`src/rtl/sbw_pkg.sv`:
```
package sbw_pkg;
    localparam int LANES     = 4;
    localparam int LANE_DATA = 8;
    localparam int WORD_W    = LANES * (LANE_DATA + 1);

    typedef logic [WORD_W-1:0] word_t;
    typedef logic [LANES-1:0]  lane_t;

    typedef struct packed {
        logic sel;
        logic wr;
    } cyc_state_t;

    // Bit mask of a word covering the enabled lanes (data byte plus parity bit).
    function automatic word_t lane_mask(input lane_t en);
        word_t m;
        m = '0;
        for (int i = 0; i < LANES; i++) begin
            m[i*LANE_DATA +: LANE_DATA] = {LANE_DATA{en[i]}};
            m[LANES*LANE_DATA + i]      = en[i];
        end
        return m;
    endfunction
endpackage

```
`src/rtl/sbw_select.sv`:
```
module sbw_select (
    input  logic chip_en_n,
    input  logic sel_hi,
    input  logic sel_lo_n,
    output logic sel
);
    assign sel = ~chip_en_n & sel_hi & ~sel_lo_n;
endmodule

```
`src/rtl/sbw_write_qual.sv`:
```
module sbw_write_qual
    import sbw_pkg::*;
(
    input  logic  sel,
    input  logic  all_wr_n,
    input  logic  lane_gate_n,
    input  lane_t lane_wr_n,
    output lane_t we
);
    for (genvar i = 0; i < LANES; i++) begin : g_lane
        assign we[i] = sel & (~all_wr_n | (~lane_gate_n & ~lane_wr_n[i]));
    end

    always_comb begin
        if (sel && !all_wr_n)
            a_r2_all_lanes: assert (we == '1) else $error("full-word write missed a lane");
        if (sel && all_wr_n && lane_gate_n)
            a_r5_gate_blocks: assert (we == '0) else $error("lane strobe passed a closed gate");
    end
endmodule

```
`src/rtl/sbw_array.sv`:
```
module sbw_array
    import sbw_pkg::*;
#(
    parameter int ADDR_W = 4,
    localparam int DEPTH = 1 << ADDR_W
) (
    input  logic              clk,
    input  lane_t             we,
    input  logic [ADDR_W-1:0] waddr,
    input  word_t             wdata,
    input  logic [ADDR_W-1:0] raddr,
    output word_t             rdata
);
    word_t mem [DEPTH];
    word_t mask;

    assign mask = lane_mask(we);

    always_ff @(posedge clk) begin
        if (|we)
            mem[waddr] <= (mem[waddr] & ~mask) | (wdata & mask);
    end

    assign rdata = mem[raddr];
endmodule

```
`src/rtl/bytewrite_sram.sv`:
```
module bytewrite_sram
    import sbw_pkg::*;
#(
    parameter int ADDR_W = 4
) (
    input  logic              clk,
    input  logic              rst,
    input  logic [ADDR_W-1:0] addr,
    input  logic [35:0]       wdata,
    input  logic              chip_en_n,
    input  logic              sel_hi,
    input  logic              sel_lo_n,
    input  logic              all_wr_n,
    input  logic              lane_gate_n,
    input  logic [3:0]        lane_wr_n,
    input  logic              out_en_n,
    input  logic              sleep,
    output logic [35:0]       rd_data,
    output logic              drv_en
);
    logic              sel;
    lane_t             we_raw, we_gated;
    cyc_state_t        st_q;
    logic [ADDR_W-1:0] addr_q;
    word_t             arr_rd;

    sbw_select u_sel (
        .chip_en_n (chip_en_n),
        .sel_hi    (sel_hi),
        .sel_lo_n  (sel_lo_n),
        .sel       (sel)
    );

    sbw_write_qual u_wq (
        .sel         (sel),
        .all_wr_n    (all_wr_n),
        .lane_gate_n (lane_gate_n),
        .lane_wr_n   (lane_wr_n),
        .we          (we_raw)
    );

    // Sleep and reset block every write edge.
    assign we_gated = (sleep || rst) ? '0 : we_raw;

    always_ff @(posedge clk) begin
        if (rst) begin
            st_q   <= '0;
            addr_q <= '0;
        end else if (!sleep) begin
            st_q.sel <= sel;
            st_q.wr  <= |we_raw;
            addr_q   <= addr;
        end
    end

    sbw_array #(.ADDR_W(ADDR_W)) u_arr (
        .clk   (clk),
        .we    (we_gated),
        .waddr (addr),
        .wdata (wdata),
        .raddr (addr_q),
        .rdata (arr_rd)
    );

    assign drv_en  = ~out_en_n & st_q.sel & ~st_q.wr & ~sleep;
    assign rd_data = drv_en ? arr_rd : '0;

    a_r6_quiet_after_write: assert property (@(posedge clk) disable iff (rst)
        $past(|we_gated) |-> !drv_en) else $error("drive during write cycle");

    a_r1_quiet_after_deselect: assert property (@(posedge clk) disable iff (rst)
        $past(!(!chip_en_n && sel_hi && !sel_lo_n) && !sleep) |-> !drv_en)
        else $error("drive after deselected edge");

    a_r10_sleep_freezes: assert property (@(posedge clk) disable iff (rst)
        sleep |=> $stable(arr_rd)) else $error("array output moved during sleep");
endmodule

```
`config.mk`:
```
export PLATFORM = sky130hd
export DESIGN_NAME = bytewrite_sram
export DESIGN_NICKNAME = d
export VERILOG_FILES = /design/src/rtl/sbw_pkg.sv /design/src/rtl/sbw_select.sv /design/src/rtl/sbw_write_qual.sv /design/src/rtl/sbw_array.sv /design/src/rtl/bytewrite_sram.sv
export SDC_FILE = /design/constraint.sdc
export NUM_CORES = 1
export LEC_CHECK = 0
export ABC_AREA = 0
export ABC_CLOCK_PERIOD_IN_PS = 6220
export BUFFER_PORTS_ARGS = -buffer_cell sky130_fd_sc_hd__buf_2
export CAP_MARGIN = 20
export CORE_ASPECT_RATIO = 1.4
export CORE_UTILIZATION = 47
export DETAILED_ROUTE_END_ITERATION = 8
export PLACE_DENSITY = 0.59
export SETUP_SLACK_MARGIN = 0.1
export SLEW_MARGIN = 30
export SYNTH_ARGS = -nofsm -noshare
export SYNTH_HDL_FRONTEND = slang
export SYNTH_HIERARCHICAL = 1
export SYNTH_SLANG_ARGS = --single-unit
```
`constraint.sdc`:
```
create_clock -name clk -period 6.22 [get_ports clk]
set_input_delay 0.622 -clock clk [delete_from_list [all_inputs] [get_ports clk]]
set_output_delay 0.622 -clock clk [all_outputs]
set_load 0.02 [all_outputs]
```
---- Yosys cells after proc, flatten, opt, wreduce, memory -nomap -nowiden ----
Memories as Yosys holds them, arrays and structs flattened. A register that Yosys moved wholly into a read port is not among the register bits.
Index checks and enable logic that the tools add are counted.
operators by class
  mux-type cells .......................... 6
  bitwise gates (word level) .............. 32
  reduce and logical (&&, ||, !) cells .... 3
operators with widths
  cell                count
  36-bit bitwise AND  2
  36-bit 2-to-1 mux   1
  36-bit inverter     1
  36-bit OR           1
  1-bit bitwise AND   13
  4-bit 2-to-1 mux    3
  1-bit inverter      11
  4-bit OR reduction  2
  1-bit OR            4
  1-bit 2-to-1 mux    2
  1-bit logical OR    1
storage, ports and cells
  register bits ........................... 6
  bits in writable memories ............... 576
  input port bits ......................... 53
  output and inout bits ................... 37
  logic and storage cells ................. 45
  memories kept ........................... 1
memory list
  name       depth  bits a word  read ports  clocked after memory_dff  write ports  RTL line         source
  u_arr.mem  16     36           2           1                         1            sbw_array.sv:14  word_t mem [DEPTH];

---- Longest topological paths before layout ----
Gate-level depths: netlist (run 1).
  word-level depth ........................ 8
  depth in mapped cells ................... 9
  depth with buffers taken out ............ 8

---- Cells and area by module ----
The synthesis (run 1) kept the hierarchy.
by module, submodules not included
  module          instances  cells each  area each (µm²)  seq. area each (µm²)
  sbw_array       1          1,429       26,673.1         17,296.6
  bytewrite_sram  1          67          558.0            120.1
  sbw_write_qual  1          8           45.0             0.0
  sbw_select      1          1           12.5             0.0

---- Worst setup path before layout (run 1) ----
Ideal clock, no wire load.
  path kind ............................... input -> register
  from .................................... in chip_en_n
  to ...................................... mem u_arr/mem[0][0] (netlist name), enable pin
  library setup time ...................... 474 ps
  arrival ................................. 4,320 ps
  required time ........................... 5,746 ps
  slack ................................... 1,426 ps
  cell stages on the path ................. 8
  buffers on the path ..................... 1
  cell sequence ........................... nor3b_2 > and2_1 > inv_1 > nor3_1 > clkbuf_1 > nor4_1 > or3_1 > nor3_1
between the ends
  longest elaborated chain between the ends .. 8
  elaborated cells between the ends (all ways) .. 11
  classes of those cells .................. mux (3); bitwise (7); reduce/logical (1)
ends and longest elaborated chain
  item                                    RTL line              source
  start: declaration                      bytewrite_sram.sv:10  input logic chip_en_n,
  1-bit inverter                          sbw_select.sv:7       assign sel = ~chip_en_n & sel_hi & ~sel_lo_n;
  1-bit bitwise AND (2 in series)         sbw_select.sv:7
  1-bit bitwise AND                       sbw_write_qual.sv:11  assign we[i] = sel & (~all_wr_n | (~lane_gate_n & ~lane_wr_n[i]));
  via we_raw[3]                           bytewrite_sram.sv:22  lane_t we_raw, we_gated;
  4-bit 2-to-1 mux                        bytewrite_sram.sv:43  assign we_gated = (sleep || rst) ? '0 : we_raw;
  via we_gated[3]                         bytewrite_sram.sv:22
  4-bit OR reduction                      sbw_array.sv:20       if (|we)
  1-bit 2-to-1 mux                        sbw_array.sv:20
  1-bit 2-to-1 mux (implied by the code)  sbw_array.sv:21       mem[waddr] <= (mem[waddr] & ~mask) | (wdata & mask);
  end: declaration                        sbw_array.sv:14
The timed path passes the listed nets, and every way through them passes these cells.

==> flow_summary.toml, run 1 <==
[floorplan]
dieArea_sq_um = 59000
initial_core_util_pct = 47.6
io_pins = 90
die_y_microns = 287
coreArea_sq_um = 57400
dieWidth_microns = 206
row_count = 104

[synthesis]
synth_edf_count = 576
synthFlopType = "edfxtp_1"
synthMuxAreaShare_pct = 25.9
synth.cell_area_sq_um = 27300
synth_compound_area_share_pct = 3.87
synth_top_family_by_area = "multiplexers"
synth.distinct_cells = 32
syn_nets = 1558
synth-xor-area-share_pct = 0
synth.avg_cell_area_sq_um = 18.1
yosys.area_share.simple_pct = 4.14
yosysSeqAreaShare_pct = 63.8
synthAdderAreaFrac_pct = 0
ys_seq_elements = 582
netlist_instances = 1505
synthArstFlopShare_pct = 0
synth_warnings = 6

[routing]
route.detailed.wl_per_inst_microns = 32.5
route.antenna.remaining_nets = 0
vias = 15647
vias_per_cell = 6.60
drtIter0Drc = 1293
totalWireLength_microns = 77000
first_pass_iters = 5
drc_errors = 0

[clocking]
hold_buffers = 0
cts.sink_count = 582
cts_resized = 0
cts-root-buf = "clkbuf_16"
cts_tree = "yes"
clk_path_buf_depth = 3
htree_levels = 2
clkTransAtPathRegs_ps = 60
cts_buffers = 55
clk_latency_ps = 610
post_cts_buffers = 0

[final_layout]
antenna_cells = 0
final_nets = 1638
mostFrequentLayoutCell = "edfxtp_1"
mostFrequentLayoutCells = "576 x edfxtp_1, 221 x mux2i_1, 216 x mux4_2, 87 x buf_2, 72 x o22ai_1"
drive_above_1_share_pct = 31.3
syn_to_final_growth_pct = 12.1
num-fill-cells = 4529

[power_and_ir_drop]
p_per_area_nw_per_um2 = 273
vdd_drop_max_v = 0.000237
power_mw = 8.34
power.leakage_nw = 10.0

[timing]
fmax_mhz = 246
period_share_pct = 65.4
final_max_slew_viol_count = 0
tns_ps = 0
post-route-min-period_ps = 4070
worst_pin_slew_ps = 1020
setup_violations = 0
slew_headroom_pct = 31.8
grt_setup_unrepaired = "no"
final-hold-violation-count = 0
skew_ps = 10.1

[worst_setup_path]
setup.worst_path.end_class = "output port"
arrival_ps = 3450
slowest_stage = "dfxtp_4"
r2r-start = "u_arr/mem[11][4]$_DFFE_PP_"
crit_path_start = "addr_q[1]$_SDFFE_PP0N_"
critPathTopFamily = "multiplexers"
crit_top_cell = "mux4_2"
cp-start-kind = "flip-flop"
cp.required_ps = 5600
worstSetupPathType = "reg2out"
cp.buffers_inverters = 2
cp_max_fo = 50
slowest_delay_ps = 860
path_cells = "buf_4 > mux4_2 > mux4_2 > and2_2 > buf_2"

[grt]
grt_pass1_wl_microns = 111000
grt.total_usage_pct = 26.6
grt-ovfl-total = 0
antenna_found_initial = 1
grt_max_degree = 91
grt_pass1_vias = 16253

[placed_design]
portBuffers = 89
place.gp.congestion = 0.772
dp_hpwl_microns = 43300

[status]
status = "finished clean"

[run]
max_cap_violations = 0

[worst_hold_path]
min_path_type = "in2reg"
hold_start = "rst"
==> worst reg2reg max path: stages, from the launching register on <==
cell and delay [ps]:
edfxtp_1 360, mux2i_1 80, a221oi_1 310, o21ai_0 140
a21oi_1 740
==> logic make-up after synthesis <==
family | Yosys count
AOI/OAI and AO/OA | 165
buffers and inverters | 120
DFF | 582
muxes | 437
and+or+nand+nor | 201
==> Yosys cell counts, types with 3 or more instances <==
library cell  count  area, sq um
o21ai_0          11         55.1
o21ai_1           9         45.0
clkbuf_1         51          191
a21oi_1          36          180
mux4_2          216         4860
buf_6            12          135
nand3_1          21          105
buf_4             4         30.0
nand2_1          24         90.1
and2_1           28          175
nand3b_1          3         22.5
a2bb2oi_1        20          175
edfxtp_1        576        17300
a221oi_1         17          149
and2_2           16          120
nor2b_1          37          231
o22ai_1          72          450
buf_2            45          225
nor2_1           19         71.3
nor3_1           41          205
buf_1             6         22.5
dfxtp_1           6          120
mux2i_1         221         2210
==> power by group <==
part	switching (mW)	total [mW]	internal [mW]
combinational	0.405	0.680	0.274
clock	1.41	3.24	1.83
sequential	0.0205	4.43	4.41
total	1.84	8.34	6.51
==> area by class of cell <==
| type | count | area [sq um] | share of cell area (%) |
|---|---|---|---|
| Tap cell | 742 | 928 | 3.04 |
| Clock buffer | 68 | 1470 | 4.80 |
| Clock inverter | 31 | 238 | 0.777 |
| Inverter | 2 | 7.51 | 0.0246 |
| Multi-Input combinational cell | 803 | 9520 | 31.1 |
| Sequential cell | 582 | 17400 | 57.0 |
| Timing Repair Buffer | 141 | 985 | 3.22 |
==> per-stage QoR <==
step	setup slack [ps]	util [%]	area [sq um]	instances	hold slack (ps)
after floorplan	1430	-	27300	1505	458
after global placement	2150	49.8	28600	2263	478
after detailed placement	2090	50.1	28700	2270	493
after CTS	2100	53.1	30500	2369	289
after global routing	2080	53.3	30600	2369	320
final	2150	53.3	30600	2369	306
==> layer usage <==
layer	wire [microns]	global-route usage, %	part of all wire (%)	vias to the layer above
li1	-	-	-	6470
met1	30800	35.9	40	8380
met2	38900	45.1	51	663
met3	5070	3.63	6.6	134
met4	2220	7.65	2.9	0
met5	0	0	0	-
==> sequential cells by signal, indices dropped and copies added, names as in the netlist <==
| signal | count |
|---|---|
| u_arr/mem | 576 |
| st_q | 2 |
| addr_q | 4 |
==> worst paths after layout <==
path,to,slack (ps),cells after the start
setup / recovery,rd_data[27],2150,5
hold / removal,addr_q[1]$_SDFFE_PP0N_,310,2
setup reg to reg,u_arr/mem[14][4]$_DFFE_PP_,4260,4
hold reg to reg,st_q[1]$_SDFFE_PP0N_,500,2
Note: power is estimated with default switching activity, not from simulation.
==> run 2: changes to the inputs <==
--- a/config.mk
+++ b/config.mk
@@ -5,14 +5,14 @@
 export SDC_FILE = /design/constraint.sdc
 export NUM_CORES = 1
 export LEC_CHECK = 0
-export ABC_AREA = 0
-export ABC_CLOCK_PERIOD_IN_PS = 6220
+export ABC_AREA = 1
+export ABC_CLOCK_PERIOD_IN_PS = 3650
 export BUFFER_PORTS_ARGS = -buffer_cell sky130_fd_sc_hd__buf_2
 export CAP_MARGIN = 20
 export CORE_ASPECT_RATIO = 1.4
 export CORE_UTILIZATION = 47
 export DETAILED_ROUTE_END_ITERATION = 8
-export PLACE_DENSITY = 0.59
+export PLACE_DENSITY = 0.61
 export SETUP_SLACK_MARGIN = 0.1
 export SLEW_MARGIN = 30
 export SYNTH_ARGS = -nofsm -noshare
==> constraint.sdc (replaced) <==
create_clock -name clk -period 3.65 [get_ports clk]
set_input_delay 0.365 -clock clk [delete_from_list [all_inputs] [get_ports clk]]
set_output_delay 0.365 -clock clk [all_outputs]
set_load 0.02 [all_outputs]
==> run 2 against run 1 <==
Die area rose by 9.6%. Critical path depth rose by 3. Flip-flop and latch count did not move. Hold slack got worse by 280 ps. Routed wire length rose by 28%. First-iteration DRC count rose by 120%. Sequential power rose by 70%. Combinational power rose by 140%. Final cell count rose by 84%. Non-clock buffer count rose by 74. Cell area rose by 10%. Synthesized area rose by 9.7%. Critical path type unchanged.
==> flow_summary.toml, run 2 <==
[worst_setup_path]
cp_max_fo = 105
worstSetupPathType = "reg2out"
setup.worst_path.end_class = "output port"
cp-start-kind = "flip-flop"
arrival_ps = 3040
cp.required_ps = 3280

[run]
max_cap_violations = 0

[clocking]
cts-root-buf = "clkbuf_16"
cts.sink_count = 582
cts_buffers = 58
clk_latency_ps = 620
htree_levels = 2
clkTransAtPathRegs_ps = 60
cts_tree = "yes"
clk_path_buf_depth = 3
post_cts_buffers = 0

[final_layout]
reg.largest.list = "u_arr/mem x576, addr_q x4, st_q x2"
mostFrequentLayoutCell = "nand2_1"
mostFrequentLayoutCells = "1166 x nand2_1, 576 x edfxtp_1, 319 x nor2_1, 298 x o21ai_0, 293 x nand3_1"
fin_area_sq_um = 33600
largest_reg_flops = 576
antenna_cells = 0
final_nets = 3534
final_cell_count_no_fill = 4359
drive_above_1_share_pct = 10.5
syn_to_final_growth_pct = 12.4
largest-register = "u_arr/mem"

[routing]
vias = 25696
vias_per_cell = 5.89
drtIter0Drc = 2858
wl_met2_microns = 48400
maxUsedRoutingLayer = "met4"
route.antenna.remaining_nets = 0
route.detailed.wl_per_inst_microns = 22.6
wl_met1_microns = 37300
first_pass_iters = 6
routed-wl-met3_microns = 7950
totalWireLength_microns = 98600
drc_errors = 0

[synthesis]
syn_nets = 3501
synth_warnings = 6
synth_area_leaders = "edfxtp_1 58%, nand2_1 15%, o21ai_0 5.0%"
synth.distinct_cells = 24
synthArstFlopShare_pct = 0
synthFlopType = "edfxtp_1"
synth_edf_count = 576
synth_top_cells_by_count = "1166 x nand2_1, 576 x edfxtp_1, 350 x nor2_1"
yosys.area.top_type_share_pct = 57.8
synth_top_cell_by_area = "edfxtp_1"
synth.avg_cell_area_sq_um = 8.68
synth.most_common_cell = "nand2_1"
ys_seq_elements = 582
synth.cell_area_sq_um = 29900
netlist_instances = 3448
yosysSeqAreaShare_pct = 58.2

[worst_hold_path]
min_path_type = "in2reg"

[placed_design]
dp_hpwl_microns = 56600
portBuffers = 89
place.gp.congestion = 0.852
placedCellCount = 4252
place_area_sq_um = 31800

[grt]
grt_pass1_vias = 25083
grt_pass1_wl_microns = 148000
grt.total_usage_pct = 30.1
antenna_found_initial = 0
grt_max_degree = 136
grt-ovfl-total = 0

[timing]
period_share_pct = 93.3
final_max_slew_viol_count = 0
tns_ps = 0
hold_ws_ps = 31.1
fmax_mhz = 294
slew_headroom_pct = 37.3
worst_pin_slew_ps = 937
skew_ps = 10.5
setup_violations = 0
post-route-min-period_ps = 3410
final-hold-violation-count = 0
grt_setup_unrepaired = "no"

[power_and_ir_drop]
p_per_area_nw_per_um2 = 446
power_mw = 15.0
power.leakage_nw = 13.6
vdd_drop_max_v = 0.000388

[floorplan]
initial_core_util_pct = 47.5
row_count = 109
dieWidth_microns = 215
die_y_microns = 301
dieArea_sq_um = 64700
coreArea_sq_um = 63000
io_pins = 90

[status]
status = "finished clean"
==> run 2: cell count changes after synthesis, moves of 72 or more <==
cell,before,now
a21oi_1,36,115
inv_1,2,187
mux2i_1,221,0
mux4_2,216,0
nand2_1,24,1166
nand3_1,21,293
nor2_1,19,350
o211ai_1,0,122
o21ai_0,11,298
o22ai_1,72,0
==> run 2: critical path, cell delays in order (launching register included) <==
cell,delay [ps]
dfxtp_4,660
buf_12,520
o21ai_0,200
o211ai_1,250
nand3_1,250
nand2_1,160
inv_1,70
nor2_2,100
buf_2,160
==> run 2: final timing paths <==
| kind | startpoint | to | slack (ps) | cells past startpoint |
|---|---|---|---|---|
| setup / recovery | addr_q[1]$_SDFFE_PP0N_ | rd_data[19] | 240 | 8 |
| hold / removal | sel_lo_n | st_q[1]$_SDFFE_PP0N_ | 30 | 4 |
| setup reg to reg | u_arr/mem[0][22]$_DFFE_PP_ | u_arr/mem[7][22]$_DFFE_PP_ | 1780 | 8 |
| hold reg to reg | st_q[1]$_SDFFE_PP0N_ | st_q[1]$_SDFFE_PP0N_ | 510 | 2 |
==> run 2: logic make-up after synthesis <==
| group | after synthesis | share of synthesized area, % |
|---|---|---|
| and+or+nand+nor | 1879 | 25.5 |
| buffers and inverters | 440 | 6.19 |
| DFF | 582 | 58.2 |
| AOI/OAI and AO/OA | 547 | 10.2 |
==> run 2: routing by layer <==
| metal | vias to the layer above | track usage [%] |
|---|---|---|
| li1 | 11681 | - |
| met1 | 12292 | 37.0 |
| met2 | 1383 | 52.2 |
| met3 | 340 | 3.80 |
| met4 | 0 | 14.9 |
| met5 | - | 0 |
==> run 2: repair_timing <==
item	in CTS	in global routing
endpoints found under the hold margin	5	0
resized for setup	1	0
hold buffers	1	0
endpoints found under the setup margin	3	0
==> run 2: report_power, final <==
| part | switching (mW) | internal [mW] |
|---|---|---|
| Clock | 2.59 | 3.23 |
| Sequential | 0.0206 | 7.51 |
| Combinational | 1.20 | 0.451 |
| Total | 3.81 | 11.2 |
==> run 2: layout make-up <==
type	count	area [sq um]
well taps	832	1040
multi-input cells	2426	10800
inverters	198	774
clock inverters	36	282
flip-flops and latches	582	17400
repair buffers	215	1770
fillers	5656	29400
clock buffers	70	1520
==> run 2: through the flow <==
stage	worst slack, ps	utilization [%]
6_report	243	53.4
5_1_grt	106	53.4
4_1_cts	251	53.3
3_5_place_dp	540	50.5
3_3_place_gp	428	50.5
2_1_floorplan	236	-
==> run 3: changes to the inputs <==
==> constraint.sdc (replaced) <==
create_clock -name clk -period 3.65 [get_ports clk]
set_input_delay 0.1825 -clock clk [delete_from_list [all_inputs] [get_ports clk]]
set_output_delay 0.1825 -clock clk [all_outputs]
set_load 0.02 [all_outputs]
==> run 3 against run 2 <==
Sequential power barely moved. Global-route usage fell by 0.49 points. Core utilization fell by 0.36 points. Power fell by 0.90%.
==> flow_summary.toml, run 3 (same netlist as run 2, synthesis figures left out) <==
[status]
status = "finished clean"

[timing]
tns_ps = 0
worst_slack_ps = 496
setup_violations = 0
final_max_slew_viol_count = 0
post-route-min-period_ps = 3150
grt_setup_unrepaired = "no"
skew_ps = 11.7
worst_pin_slew_ps = 1050
slew_headroom_pct = 29.9
fmax_mhz = 317
final-hold-violation-count = 0
period_share_pct = 86.4

[floorplan]
dieWidth_microns = 215
dieArea_sq_um = 64700
io_pins = 90
coreArea_sq_um = 63000
die_y_microns = 301
row_count = 109
initial_core_util_pct = 47.5

[power_and_ir_drop]
power.leakage_nw = 13.5
p_per_area_nw_per_um2 = 445
power_mw = 14.9
vdd_drop_max_v = 0.000365

[worst_setup_path]
critPathTopFamily = "buffers and inverters"
r2r_setup_slack_ps = 1720
setup.worst_path.end_class = "output port"
cp-start-kind = "flip-flop"
cp.buffers_inverters = 4
arrival_ps = 2970
worstSetupPathType = "reg2out"
path_cells = "inv_8 > buf_4 > nor2_1 > o211ai_1 > nand3_1 > nand2_1 > inv_1 > nor2_2 > buf_2"
slowest_stage = "inv_8"
cp_max_fo = 114
cp.required_ps = 3470
r2r_end = "addr_q[3]$_SDFFE_PP0N_"
r2r-start = "addr_q[3]$_SDFFE_PP0N_"
slowest_delay_ps = 590
rr_worst_depth = 4

[grt]
grt.total_usage_pct = 29.6
grt_pass1_vias = 24905
grt-ovfl-total = 0
antenna_found_initial = 0
grt_max_degree = 158
grt_pass1_wl_microns = 146000

[placed_design]
dp_slack_ps = 801
place.gp.congestion = 0.840
dp_hpwl_microns = 52800
portBuffers = 89

[worst_hold_path]
min_path_type = "in2reg"
hold_depth = 3
hold_start = "wdata[4]"
worstHoldEndpoint = "u_arr/mem[13][4]$_DFFE_PP_"

[routing]
drtIter0Drc = 2424
route.detailed.wl_per_inst_microns = 22.2
vias = 25531
totalWireLength_microns = 96800
first_pass_iters = 6
route.antenna.remaining_nets = 0
drc_errors = 0
vias_per_cell = 5.86

[final_layout]
largest-register = "u_arr/mem"
mostFrequentLayoutCells = "1166 x nand2_1, 576 x edfxtp_1, 330 x nor2_1, 298 x o21ai_0, 293 x nand3_1"
drive_above_1_share_pct = 9.94
syn_to_final_growth_pct = 11.6
largest_reg_flops = 576
num-fill-cells = 5622
reg.largest.list = "u_arr/mem x576, addr_q x4, st_q x2"
mostFrequentLayoutCell = "nand2_1"
final_nets = 3533
antenna_cells = 0

[clocking]
cts_buffers = 57
clkTransAtPathRegs_ps = 60
clk_latency_ps = 620
cts.sink_count = 582
cts_tree = "yes"
htree_levels = 2
clk_path_buf_depth = 3
cts-root-buf = "clkbuf_16"

[run]
max_cap_violations = 0
==> run 3: cell count changes in the layout (fill, tap and decap cells not counted), sizes merged <==
cell,change
bufinv,+1
buf,-9
inv,+1
dlygate4sd3,+9
clkbuf,-4
clkinv,-3
==> run 3: power by group <==
| group | switching [mW] | internal (mW) | total, mW |
|---|---|---|---|
| clock network | 2.55 | 3.19 | 5.74 |
| logic | 1.16 | 0.434 | 1.59 |
| registers | 0.0143 | 7.51 | 7.52 |
==> run 3: worst register-to-register path, stage by stage, from the launching register on <==
cell and delay, ps:
dfxtp_2 340, buf_4 670, nand2_1 140, a21oi_1 180, dlygate4sd3_1 550
==> run 3: area by class of cell <==
cell class	instances	area, sq um	share of cell area [%]
clock buffer	66	1460	4.37
clock inverter	35	297	0.887
inverter	198	771	2.31
multi-input combinational	2426	10800	32.3
sequential	582	17400	52.2
tap	832	1040	3.11
timing repair buffer	215	1620	4.85
==> run 3: layer usage <==
metal	global-route usage (%)	vias up	routed length (microns)
met5	0	-	0
met4	13.5	0	3970
met3	4.41	277	8180
met2	50.9	1294	47300
met1	36.8	12284	37300
li1	-	11676	-
==> run 3: worst max path at each step <==
stage / from / end / slack, ps / cells past startpoint
global route: addr_q[0]$_SDFFE_PP0N_ / rd_data[21] / 330 / 11
detailed placement: addr[0] / u_arr/mem[7][26]$_DFFE_PP_ / 800 / 10
CTS: addr_q[0]$_SDFFE_PP0N_ / rd_data[18] / 500 / 9
floorplan: sleep / u_arr/mem[0][0]$_DFFE_PP_ / 420 / 7
finish: addr_q[0]$_SDFFE_PP0N_ / rd_data[18] / 500 / 9
global placement: addr[1] / u_arr/mem[9][19]$_DFFE_PP_ / 860 / 5
==> run 3: repair_timing <==
| action | in CTS | in global routing |
|---|---|---|
| hold buffers | 10 | 0 |
| resized for setup | 0 | 0 |
| hold endpoints to repair | 11 | 0 |
| setup buffers | 0 | 0 |
==> run 3: per-stage QoR <==
step           hold slack (ps)  std cells  cell area [sq um]  utilization (%)
2_1_floorplan              252       3448              29900                -
6_report                  49.9       4354              33400             53.0
4_1_cts                   18.0       4354              33400             53.0
3_5_place_dp               430       4243              31600             50.1
5_1_grt                   49.8       4354              33400             53.0
3_3_place_gp               436       4243              31600             50.1
